===== config.mk =====
export PLATFORM = sky130hd
export DESIGN_NAME = irq_msg_gen
export DESIGN_NICKNAME = d
export VERILOG_FILES = /design/src/rtl/irq_msg_pkg.sv /design/src/rtl/irq_edge_detect.sv /design/src/rtl/irq_pending.sv /design/src/rtl/irq_prio_arb.sv /design/src/rtl/irq_msg_gen.sv
export SDC_FILE = /design/constraint.sdc
export NUM_CORES = 1
export LEC_CHECK = 0
export CORE_UTILIZATION = 39
export CTS_BUF_LIST = sky130_fd_sc_hd__clkbuf_2
export DETAILED_ROUTE_END_ITERATION = 7
export PLACE_DENSITY = 0.9
export REMOVE_ABC_BUFFERS = 1
export SYNTH_ARGS = -nofsm -noshare
export SYNTH_HDL_FRONTEND = slang
export SYNTH_SLANG_ARGS = --single-unit

===== constraint.sdc =====
create_clock -name clk -period 4.5 [get_ports clk]
set_input_delay 0.9 -clock clk [delete_from_list [all_inputs] [get_ports clk]]
set_output_delay 0.9 -clock clk [all_outputs]
set_load 0.005 [all_outputs]

===== src/rtl/irq_msg_pkg.sv =====
package irq_msg_pkg;

  localparam int VEC_W  = 8;
  localparam int DEST_W = 8;

  typedef enum logic [2:0] {
    DM_FIXED  = 3'b000,
    DM_LOWPRI = 3'b001,
    DM_SMI    = 3'b010,
    DM_NMI    = 3'b100,
    DM_INIT   = 3'b101,
    DM_EXTINT = 3'b111
  } dmode_e;

  // Bit layout, high to low: dest[22:15] mask[14] trig[13] pol[12]
  // dst_mode[11] dmode[10:8] vec[7:0]
  typedef struct packed {
    logic [DEST_W-1:0] dest;
    logic              mask;
    logic              trig;
    logic              pol;
    logic              dst_mode;
    dmode_e            dmode;
    logic [VEC_W-1:0]  vec;
  } entry_t;

  localparam int ENTRY_W = $bits(entry_t);

  typedef struct packed {
    logic [DEST_W-1:0] dest;
    logic [VEC_W-1:0]  vec;
    logic [2:0]        dmode;
    logic              dst_mode;
    logic              level;
    logic              trig;
  } msg_t;

  function automatic msg_t build_msg(entry_t e, logic [VEC_W-1:0] ext_vec);
    msg_t m;
    m.dest     = e.dest;
    m.vec      = (e.dmode == DM_EXTINT) ? ext_vec : e.vec;
    m.dmode    = e.dmode;
    m.dst_mode = e.dst_mode;
    m.level    = e.pol;
    m.trig     = e.trig;
    return m;
  endfunction

endpackage


===== src/rtl/irq_edge_detect.sv =====
module irq_edge_detect #(
  parameter int N = 8
) (
  input  logic         clk,
  input  logic         rst_n,
  input  logic [N-1:0] pins,
  output logic [N-1:0] rise
);

  logic [N-1:0] pin_q;
  logic [N-1:0] pin_d;

  // Remembered level follows the pin whether or not the edge is used.
  always_comb begin
    pin_d = pins;
  end

  always_ff @(posedge clk or negedge rst_n) begin
    if (!rst_n) begin
      pin_q <= '0;
    end else begin
      pin_q <= pin_d;
    end
  end

  assign rise = pins & ~pin_q;

endmodule


===== src/rtl/irq_pending.sv =====
module irq_pending #(
  parameter int N = 8
) (
  input  logic         clk,
  input  logic         rst_n,
  input  logic [N-1:0] set_i,
  input  logic [N-1:0] clr_i,
  output logic [N-1:0] pend_o
);

  logic [N-1:0] pend_q;
  logic [N-1:0] pend_d;
  logic         pend_en;

  always_comb begin
    pend_en = |set_i | |clr_i;
    pend_d  = (pend_q & ~clr_i) | set_i;
  end

  always_ff @(posedge clk or negedge rst_n) begin
    if (!rst_n) begin
      pend_q <= '0;
    end else if (pend_en) begin
      pend_q <= pend_d;
    end
  end

  assign pend_o = pend_q;

endmodule


===== src/rtl/irq_prio_arb.sv =====
module irq_prio_arb #(
  parameter int N     = 8,
  parameter int IDX_W = 3
) (
  input  logic [N-1:0]     req_i,
  output logic [N-1:0]     gnt_o,
  output logic [IDX_W-1:0] idx_o
);

  logic found;

  // Lowest index wins.
  always_comb begin
    gnt_o = '0;
    idx_o = '0;
    found = 1'b0;
    for (int i = 0; i < N; i++) begin
      if (req_i[i] && !found) begin
        found    = 1'b1;
        gnt_o[i] = 1'b1;
        idx_o    = IDX_W'(i);
      end
    end
  end

endmodule


===== src/rtl/irq_msg_gen.sv =====
module irq_msg_gen
  import irq_msg_pkg::*;
#(
  parameter int NPINS = 8
) (
  input  logic                     clk,
  input  logic                     rst_n,
  input  logic [NPINS-1:0]         irq_pins,
  input  logic [NPINS*ENTRY_W-1:0] entries,
  input  logic [VEC_W-1:0]         ext_vector,
  output logic                     msg_valid,
  input  logic                     msg_ready,
  output logic [DEST_W-1:0]        msg_dest,
  output logic [VEC_W-1:0]         msg_vector,
  output logic [2:0]               msg_dmode,
  output logic                     msg_dest_mode,
  output logic                     msg_level,
  output logic                     msg_trigger
);

  localparam int IDX_W = (NPINS > 1) ? $clog2(NPINS) : 1;

  entry_t           ent [NPINS];
  logic [NPINS-1:0] mask_v;
  logic [NPINS-1:0] rise;
  logic [NPINS-1:0] set_v;
  logic [NPINS-1:0] clr_v;
  logic [NPINS-1:0] pend;
  logic [NPINS-1:0] gnt;
  logic [IDX_W-1:0] gnt_idx;
  entry_t           sel;
  logic             load;
  msg_t             msg_q;
  msg_t             msg_d;
  logic             valid_q;
  logic             valid_d;

  for (genvar i = 0; i < NPINS; i++) begin : g_unpack
    assign ent[i]    = entry_t'(entries[i*ENTRY_W +: ENTRY_W]);
    assign mask_v[i] = ent[i].mask;
  end

  irq_edge_detect #(.N(NPINS)) u_edge (
    .clk  (clk),
    .rst_n(rst_n),
    .pins (irq_pins),
    .rise (rise)
  );

  // Mask is judged at the edge; a masked edge is lost.
  assign set_v = rise & ~mask_v;

  irq_pending #(.N(NPINS)) u_pend (
    .clk   (clk),
    .rst_n (rst_n),
    .set_i (set_v),
    .clr_i (clr_v),
    .pend_o(pend)
  );

  irq_prio_arb #(.N(NPINS), .IDX_W(IDX_W)) u_arb (
    .req_i(pend),
    .gnt_o(gnt),
    .idx_o(gnt_idx)
  );

  always_comb begin
    sel     = ent[gnt_idx];
    load    = (|pend) & (~valid_q | msg_ready);
    clr_v   = load ? gnt : '0;
    msg_d   = build_msg(sel, ext_vector);
    valid_d = load | (valid_q & ~msg_ready);
  end

  always_ff @(posedge clk or negedge rst_n) begin
    if (!rst_n) begin
      valid_q <= 1'b0;
    end else begin
      valid_q <= valid_d;
    end
  end

  always_ff @(posedge clk or negedge rst_n) begin
    if (!rst_n) begin
      msg_q <= '0;
    end else if (load) begin
      msg_q <= msg_d;
    end
  end

  assign msg_valid     = valid_q;
  assign msg_dest      = msg_q.dest;
  assign msg_vector    = msg_q.vec;
  assign msg_dmode     = msg_q.dmode;
  assign msg_dest_mode = msg_q.dst_mode;
  assign msg_level     = msg_q.level;
  assign msg_trigger   = msg_q.trig;

endmodule


# After elaboration in Yosys (flattened, before gate mapping)

Cells that the tools add are included.

Word-level logic and storage cells: 69
Bits in registers: 39
Input bits: 203

Reduce and logical (&&, ||, !) cells: 17
Muxes and demuxes: 26
Bitwise gates (word level): 15
Equal/unequal tests: 1
$lt $le $gt $ge: 1

Operator list:

| operator                                   | count |
|---|---|
| binary-select mux 23 bit (select 3 bit)    | 1 |
| 2-to-1 mux 23 bit                          | 2 |
| AND 8 bit                                  | 3 |
| NOT 8 bit                                  | 3 |
| OR reduction 8 bit                         | 3 |
| 2-to-1 mux 8 bit                           | 2 |
| 2-to-1 mux 1 bit                           | 15 |
| 2-to-1 mux 3 bit                           | 4 |
| bitwise OR 8 bit                           | 1 |
| logical AND 1 bit                          | 7 |
| logical NOT 1 bit                          | 7 |
| >= comparator 4 bit, second input constant | 1 |
| 2-to-1 mux 2 bit                           | 2 |
| NOT 3 -> 4 bit                             | 1 |
| equality test 3 bit, second input constant | 1 |
| bitwise OR 1 bit                           | 3 |
| AND 1 bit                                  | 2 |
| NOT 1 bit                                  | 2 |

# Depth between registers and ports, before layout

Depth after elaboration: 28
Depth in mapped cells: 10
Mapped depth without buffers: 7

# By module

From an unflattened synthesis, not the netlist that was laid out.

Cells, all modules: 263
Area total of the unflattened synthesis: 3130.5 um^2

By module, submodules not included:

| module          | area each (um^2) | seq. area each (um^2) | instances | cells each |
|---|---|---|---|---|
| irq_msg_gen     | 2382.3           | 575.6                 | 1         | 202 |
| irq_edge_detect | 310.3            | 200.2                 | 1         | 16 |
| irq_pending     | 290.3            | 200.2                 | 1         | 24 |
| irq_prio_arb    | 147.6            | 0.0                   | 1         | 21 |

# Worst setup path after synthesis

OpenSTA, ideal clock, no wires.

Path kind: reg2reg
Start point: reg u_pend.pend_q[0] (netlist: u_pend.pend_o[0])
End point: reg msg_q, in the netlist msg_dest[4]
Slack: 2.014 ns
Data required time: 4.358 ns
Setup time: 0.142 ns
Arrival time: 2.345 ns
Period minus slack after synthesis: 2.486 ns
Path buffers: 3
Stages on the path, launching flop included: 10
Cells stage by stage: dfrtp_1 > buf_6 > nor4_4 > nand3_2 > o21ai_2 > buf_4 > buf_4 > mux4_2 > nand2_1 > a31oi_1

Longest elaborated chain between the ends: 26

Ends and longest elaborated chain:

| what                                                 | line               | source |
|---|---|---|
| start, declared                                      | irq_pending.sv:11  | `logic [N-1:0] pend_q;` |
| start signal, assigned                               | irq_pending.sv:24  | `pend_q <= pend_d;` |
| 2-to-1 mux 1 bit                                     | irq_prio_arb.sv:18 | `if (req_i[i] && !found) begin` |
| logical NOT 1 bit                                    | irq_prio_arb.sv:18 |  |
| logical AND 1 bit                                    | irq_prio_arb.sv:18 |  |
| 2-to-1 mux 1 bit                                     | irq_prio_arb.sv:18 |  |
| logical NOT 1 bit                                    | irq_prio_arb.sv:18 |  |
| logical AND 1 bit                                    | irq_prio_arb.sv:18 |  |
| 2-to-1 mux 1 bit                                     | irq_prio_arb.sv:18 |  |
| logical NOT 1 bit                                    | irq_prio_arb.sv:18 |  |
| [9 not listed]                                       | n/a                |  |
| logical AND 1 bit                                    | irq_prio_arb.sv:18 |  |
| 2-to-1 mux 1 bit                                     | irq_prio_arb.sv:18 |  |
| logical NOT 1 bit                                    | irq_prio_arb.sv:18 |  |
| logical AND 1 bit                                    | irq_prio_arb.sv:18 |  |
| 2-to-1 mux 3 bit                                     | irq_prio_arb.sv:18 |  |
| NOT 3 -> 4 bit (implied by the code)                 | irq_msg_gen.sv:68  | `sel = ent[gnt_idx];` |
| binary-select mux 23 bit (select 3 bit)              | irq_msg_gen.sv:68  |  |
| 2-to-1 mux 23 bit (implied by the code) (2 in a row) | irq_msg_gen.sv:68  |  |
| end signal, assigned                                 | irq_msg_gen.sv:87  | `msg_q <= msg_d;` |
| end, declared                                        | irq_msg_gen.sv:33  | `msg_t msg_q;` |

Several ways; a longest one is shown, not always the timed one. The select of a mux whose other input is x is not followed.
A chain may end at the register's enable or synchronous reset.

# Final worst setup path

Start point: reg u_pend.pend_q[0] (netlist: u_pend.pend_o[0])
End point: reg msg_q, in the netlist msg_vector[4]

Longest elaborated chain between the ends: 28

Ends and longest elaborated chain:

| what                                                 | line               | source |
|---|---|---|
| 2-to-1 mux 1 bit                                     | irq_prio_arb.sv:18 |  |
| logical NOT 1 bit                                    | irq_prio_arb.sv:18 |  |
| logical AND 1 bit                                    | irq_prio_arb.sv:18 |  |
| 2-to-1 mux 1 bit                                     | irq_prio_arb.sv:18 |  |
| logical NOT 1 bit                                    | irq_prio_arb.sv:18 |  |
| logical AND 1 bit                                    | irq_prio_arb.sv:18 |  |
| 2-to-1 mux 1 bit                                     | irq_prio_arb.sv:18 |  |
| logical NOT 1 bit                                    | irq_prio_arb.sv:18 |  |
| [11 not listed]                                      | n/a                |  |
| logical NOT 1 bit                                    | irq_prio_arb.sv:18 |  |
| logical AND 1 bit                                    | irq_prio_arb.sv:18 |  |
| 2-to-1 mux 3 bit                                     | irq_prio_arb.sv:18 |  |
| NOT 3 -> 4 bit (implied by the code)                 | irq_msg_gen.sv:68  |  |
| binary-select mux 23 bit (select 3 bit)              | irq_msg_gen.sv:68  |  |
| 2-to-1 mux 23 bit (implied by the code) (2 in a row) | irq_msg_gen.sv:68  |  |
| equality test 3 bit                                  | irq_msg_pkg.sv:41  | `m.vec = (e.dmode == DM_EXTINT) ? ext_vec : e.vec;` |
| 2-to-1 mux 8 bit                                     | irq_msg_pkg.sv:41  |  |

Several ways; a longest one is shown, not always the timed one. The select of a mux whose other input is x is not followed.

==> summary.md <==
| Metric | Value |
|---|---|
| Worst Reg-to-Reg Cells | `7` |
| Congestion Overflow GR | `0` |
| Die Span X | `around 91 um` |
| Relative slew slack | `a little under two fifths` |
| Fill cells | `about 570` |
| Tcrit/Tclk final | `70.6%` |
| Diodes inserted | `0` |
| CTS Buf Count | `5` |
| Sw frac | `36.1%` |
| Post-Synth Simple-Gate Area | `18.6%` |
| GP Congestion | `0.862` |
| Largest family of logic cells by synthesized area | `multiplexers` |
| CORE AREA | `7730 um2` |
| Largest net degree at the start of global routing | `40` |
| Hold Path Stages | `3` |
| Netlist Area Pre-Place | `between 3000 and 4000 um2` |
| Register area | `976 um2` |
| Fin Setup TNS | `0 ns` |
| Slew Limit Fails | `0` |
| H-tree Lvls | `2` |
| Fraction of synthesized cell area in xor and xnor cells | `0%` |
| Initial core utilization | `40.2%` |
| Hpwl dp | `roughly 9.3 mm` |
| Critical Path AT | `3.50 ns` |
| Startpoint Class | `register` |
| Final Non-Filler Cells | `between 600 and 700` |
| Die H | `roughly 90 um` |
| Setup repair bufs after CTS | `0` |
| Clock tree root driver cell | `clkbuf_2` |
| Final setup fails | `0` |
| Bufs on Longest Clock Path | `2` |
| Final nets | `716` |
| Placed cell area | `5390 um2` |
| Area of the multi-input gates | `2000 um2` |
| Area Overhead vs Synth | `75.7%` |
| Inst Count DP | `608` |
| Synth Register Bits | `39` |
| Clock transition at path regs | `0.21 ns` |
| Syn Inst Count | `300` |
| Synth Area per Inst | `10.3 um2` |
| CP required | `4.82 ns` |
| Row count | `32` |
| Post-CTS sizing | `0` |
| Hold-fix buffers, CTS | `0` |
| FF-to-FF End | `msg_vector[4]$_DFFE_PN0P_` |
| Max_cap viols | `0` |
| Worst-skew pair later-pin latency | `0.41 ns` |
| 1st-iter DRT viols | `140` |
| Maximum vdd ir drop | `0.161 mV` |
| CTS tree | `yes` |
| Post-Route WL | `~11 mm` |
| Layout cell share with drive strength beyond 1 | `10.9%` |
| CP endpoint kind | `register` |
| P_int | `1.19 mW` |
| Net Sw Power | `0.672 mW` |
| # IOs | `approximately 230` |
| Status | `finished clean` |
| Final Hold Viols | `0` |
| Hold path start | `u_edge.pin_q[1]$_DFF_PN0_` |
| Seq pwr share | `approximately 28%` |
| Share of the yosys chip area belonging to registers | `a little under a third` |
| Synth unique cells | `45` |
| DRT Pass-1 Iters | `5` |
| DR WL/cell | `18.6 um` |
| WS Path Type | `register to register` |
| Hold Path Sink | `u_pend.pend_o[1]$_DFFE_PN0P_` |
| Cell Pwr Density | `341 nW/um2` |
| Slew @ Worst Pin | `approximately 0.94 ns` |
| Crit Reg-Reg Startpoint | `u_pend.pend_o[0]$_DFFE_PN0P_` |
| RSZ-0062 raised after global routing | `false` |
| P_leak | `approximately 2.1 nW` |
| Drt via density | `5.55` |
| DRT antenna net count | `0` |
| Via count | `3415` |
| Mux share of post-synthesis cell area | `31.1%` |
| Final instance area | `5450 um2` |
| Async set-reset flop share out of synthesis | `between 90% and 100%` |
| Gr usage total | `between 20 and 30%` |
| Clock power share | `11.8%` |
| Crit Path Max Fanout | `18` |
| TritonCTS Sinks | `39` |
| Synth Area in Adders | `0%` |
| # DRC | `0` |
| Compound-Gate Fraction of Synth Area | `13.9%` |
| Post-synth EDFFs | `0` |
| Comb power frac | `about three fifths` |
| IO Port Bufs | `225` |
| Clock skew | `0.0132 ns` |
| Worst min path class | `register to register` |
| Ys flop type | `dfrtp_1` |
| Fmax | `about 310 MHz` |
| First-pass GRT wire length | `18.3 mm` |
| Number of global-route vias before repair | `~3700` |
| Yosys warns | `0` |
| Setup slack, reg-to-reg | `1.32 ns` |
| Initial antenna violation count | `0` |
| DIE AREA | `between 8000 and 9000 um2` |
| Final Critical Period | `3.18 ns` |
==> area by class of cell <==
type	count	area share (%)
sequential	39	17.9
inverter	3	0.206
clock buffer	5	0.459
tap	102	2.34
timing repair buffer	229	41.8
multi-input combinational	235	36.7
clock inverter	2	0.688
==> cell usage in the layout, fill, tap and decap left out, types with 3 or more instances in the layout <==
master           instances
a211o_1                  9
a21oi_1                  3
a22o_1                   3
a31oi_1                 16
and3_1                   3
buf_4                    4
clkbuf_2                 5
clkdlybuf4s50_1        224
dfrtp_1                 39
inv_1                    3
mux2i_1                 20
mux4_2                  34
nand2_1                 55
nand3_1                 13
nand4_1                  9
nor2_1                  25
o21ai_0                 10
==> how the worst max path moves through the flow <==
stage,from,end,cells past startpoint
6_report,u_pend.pend_o[0]$_DFFE_PN0P_,msg_vector[4]$_DFFE_PN0P_,7
3_3_place_gp,u_pend.pend_o[0]$_DFFE_PN0P_,msg_vector[4]$_DFFE_PN0P_,7
4_1_cts,u_pend.pend_o[0]$_DFFE_PN0P_,msg_vector[4]$_DFFE_PN0P_,7
5_1_grt,u_pend.pend_o[4]$_DFFE_PN0P_,msg_trigger$_DFFE_PN0P_,7
3_5_place_dp,u_pend.pend_o[4]$_DFFE_PN0P_,msg_trigger$_DFFE_PN0P_,7
2_1_floorplan,u_pend.pend_o[0]$_DFFE_PN0P_,msg_vector[0]$_DFFE_PN0P_,7
==> registers in the layout (all words and copies together) (netlist names) <==
signal and count:
msg_trigger 1, msg_valid 1, u_edge.pin_q 8, msg_dmode 3, u_pend.pend_o 8, msg_vector 8, msg_dest 8, msg_level 1
msg_dest_mode 1
==> logic make-up after synthesis <==
group	after synthesis
DFF	39
muxes	54
AOI/OAI and AO/OA	58
and+or+nand+nor	123
buffers and inverters	26
==> cells in the mapped netlist, types with 3 or more instances <==
master,instances,share of area [%]
a211o_1,9,2.5
a21oi_1,3,0.48
a22o_1,3,0.85
a31oi_1,17,3.4
and3_1,3,0.60
buf_2,3,0.48
buf_4,4,0.97
buf_6,5,1.8
clkbuf_1,9,1.1
dfrtp_1,39,31
inv_1,3,0.36
mux2i_1,20,6.4
mux4_2,34,25
nand2_1,55,6.7
nand3_1,13,2.1
nand4_1,9,1.8
nor2_1,26,3.1
o21ai_0,11,1.8
==> per-stage QoR <==
step / hold WS, ns / setup slack (ns) / total power [mW] / util, %
2_1_floorplan: 0.467 / 0.949 / 1.14 / -
3_3_place_gp: 0.467 / 1.48 / 1.61 / 69.8
3_5_place_dp: 0.485 / 1.34 / 1.65 / 69.8
4_1_cts: 0.517 / 1.32 / 1.87 / 70.6
5_1_grt: 0.547 / 1.05 / 1.97 / 70.6
6_report: 0.518 / 1.32 / 1.86 / 70.6
==> power groups by stage <==
stage / Sequential [mW] / Combinational, mW / Clock, mW
floorplan: 0.525 / 0.615 / 0
global placement: 0.526 / 1.08 / 0
detailed placement: 0.533 / 1.12 / 0
CTS: 0.526 / 1.12 / 0.220
global route: 0.541 / 1.20 / 0.233
finish: 0.527 / 1.11 / 0.219
==> layer usage <==
| metal | wire length [um] | up-vias | share of wire, % | GRT usage (%) |
|---|---|---|---|---|
| met1 | 4320 | 1620 | 38 | 31.3 |
| li1 | - | 1580 | - | - |
| met3 | 697 | 30 | 6.1 | 4.52 |
| met2 | 6060 | 185 | 53 | 52.3 |
| met4 | 377 | 0 | 3.3 | 13.2 |
| met5 | 0 | - | 0 | 0 |
==> worst max-delay path, cell delays in order, from the launching register on <==
cell and delay, ns:
dfrtp_1 0.53, nor4_4 0.62, o21ai_2 0.42, and4_1 0.32
a311o_1 0.32, a221oi_4 0.57, a211o_1 0.23, nand3_1 0.07
Note: power is estimated with default switching activity, not from simulation.
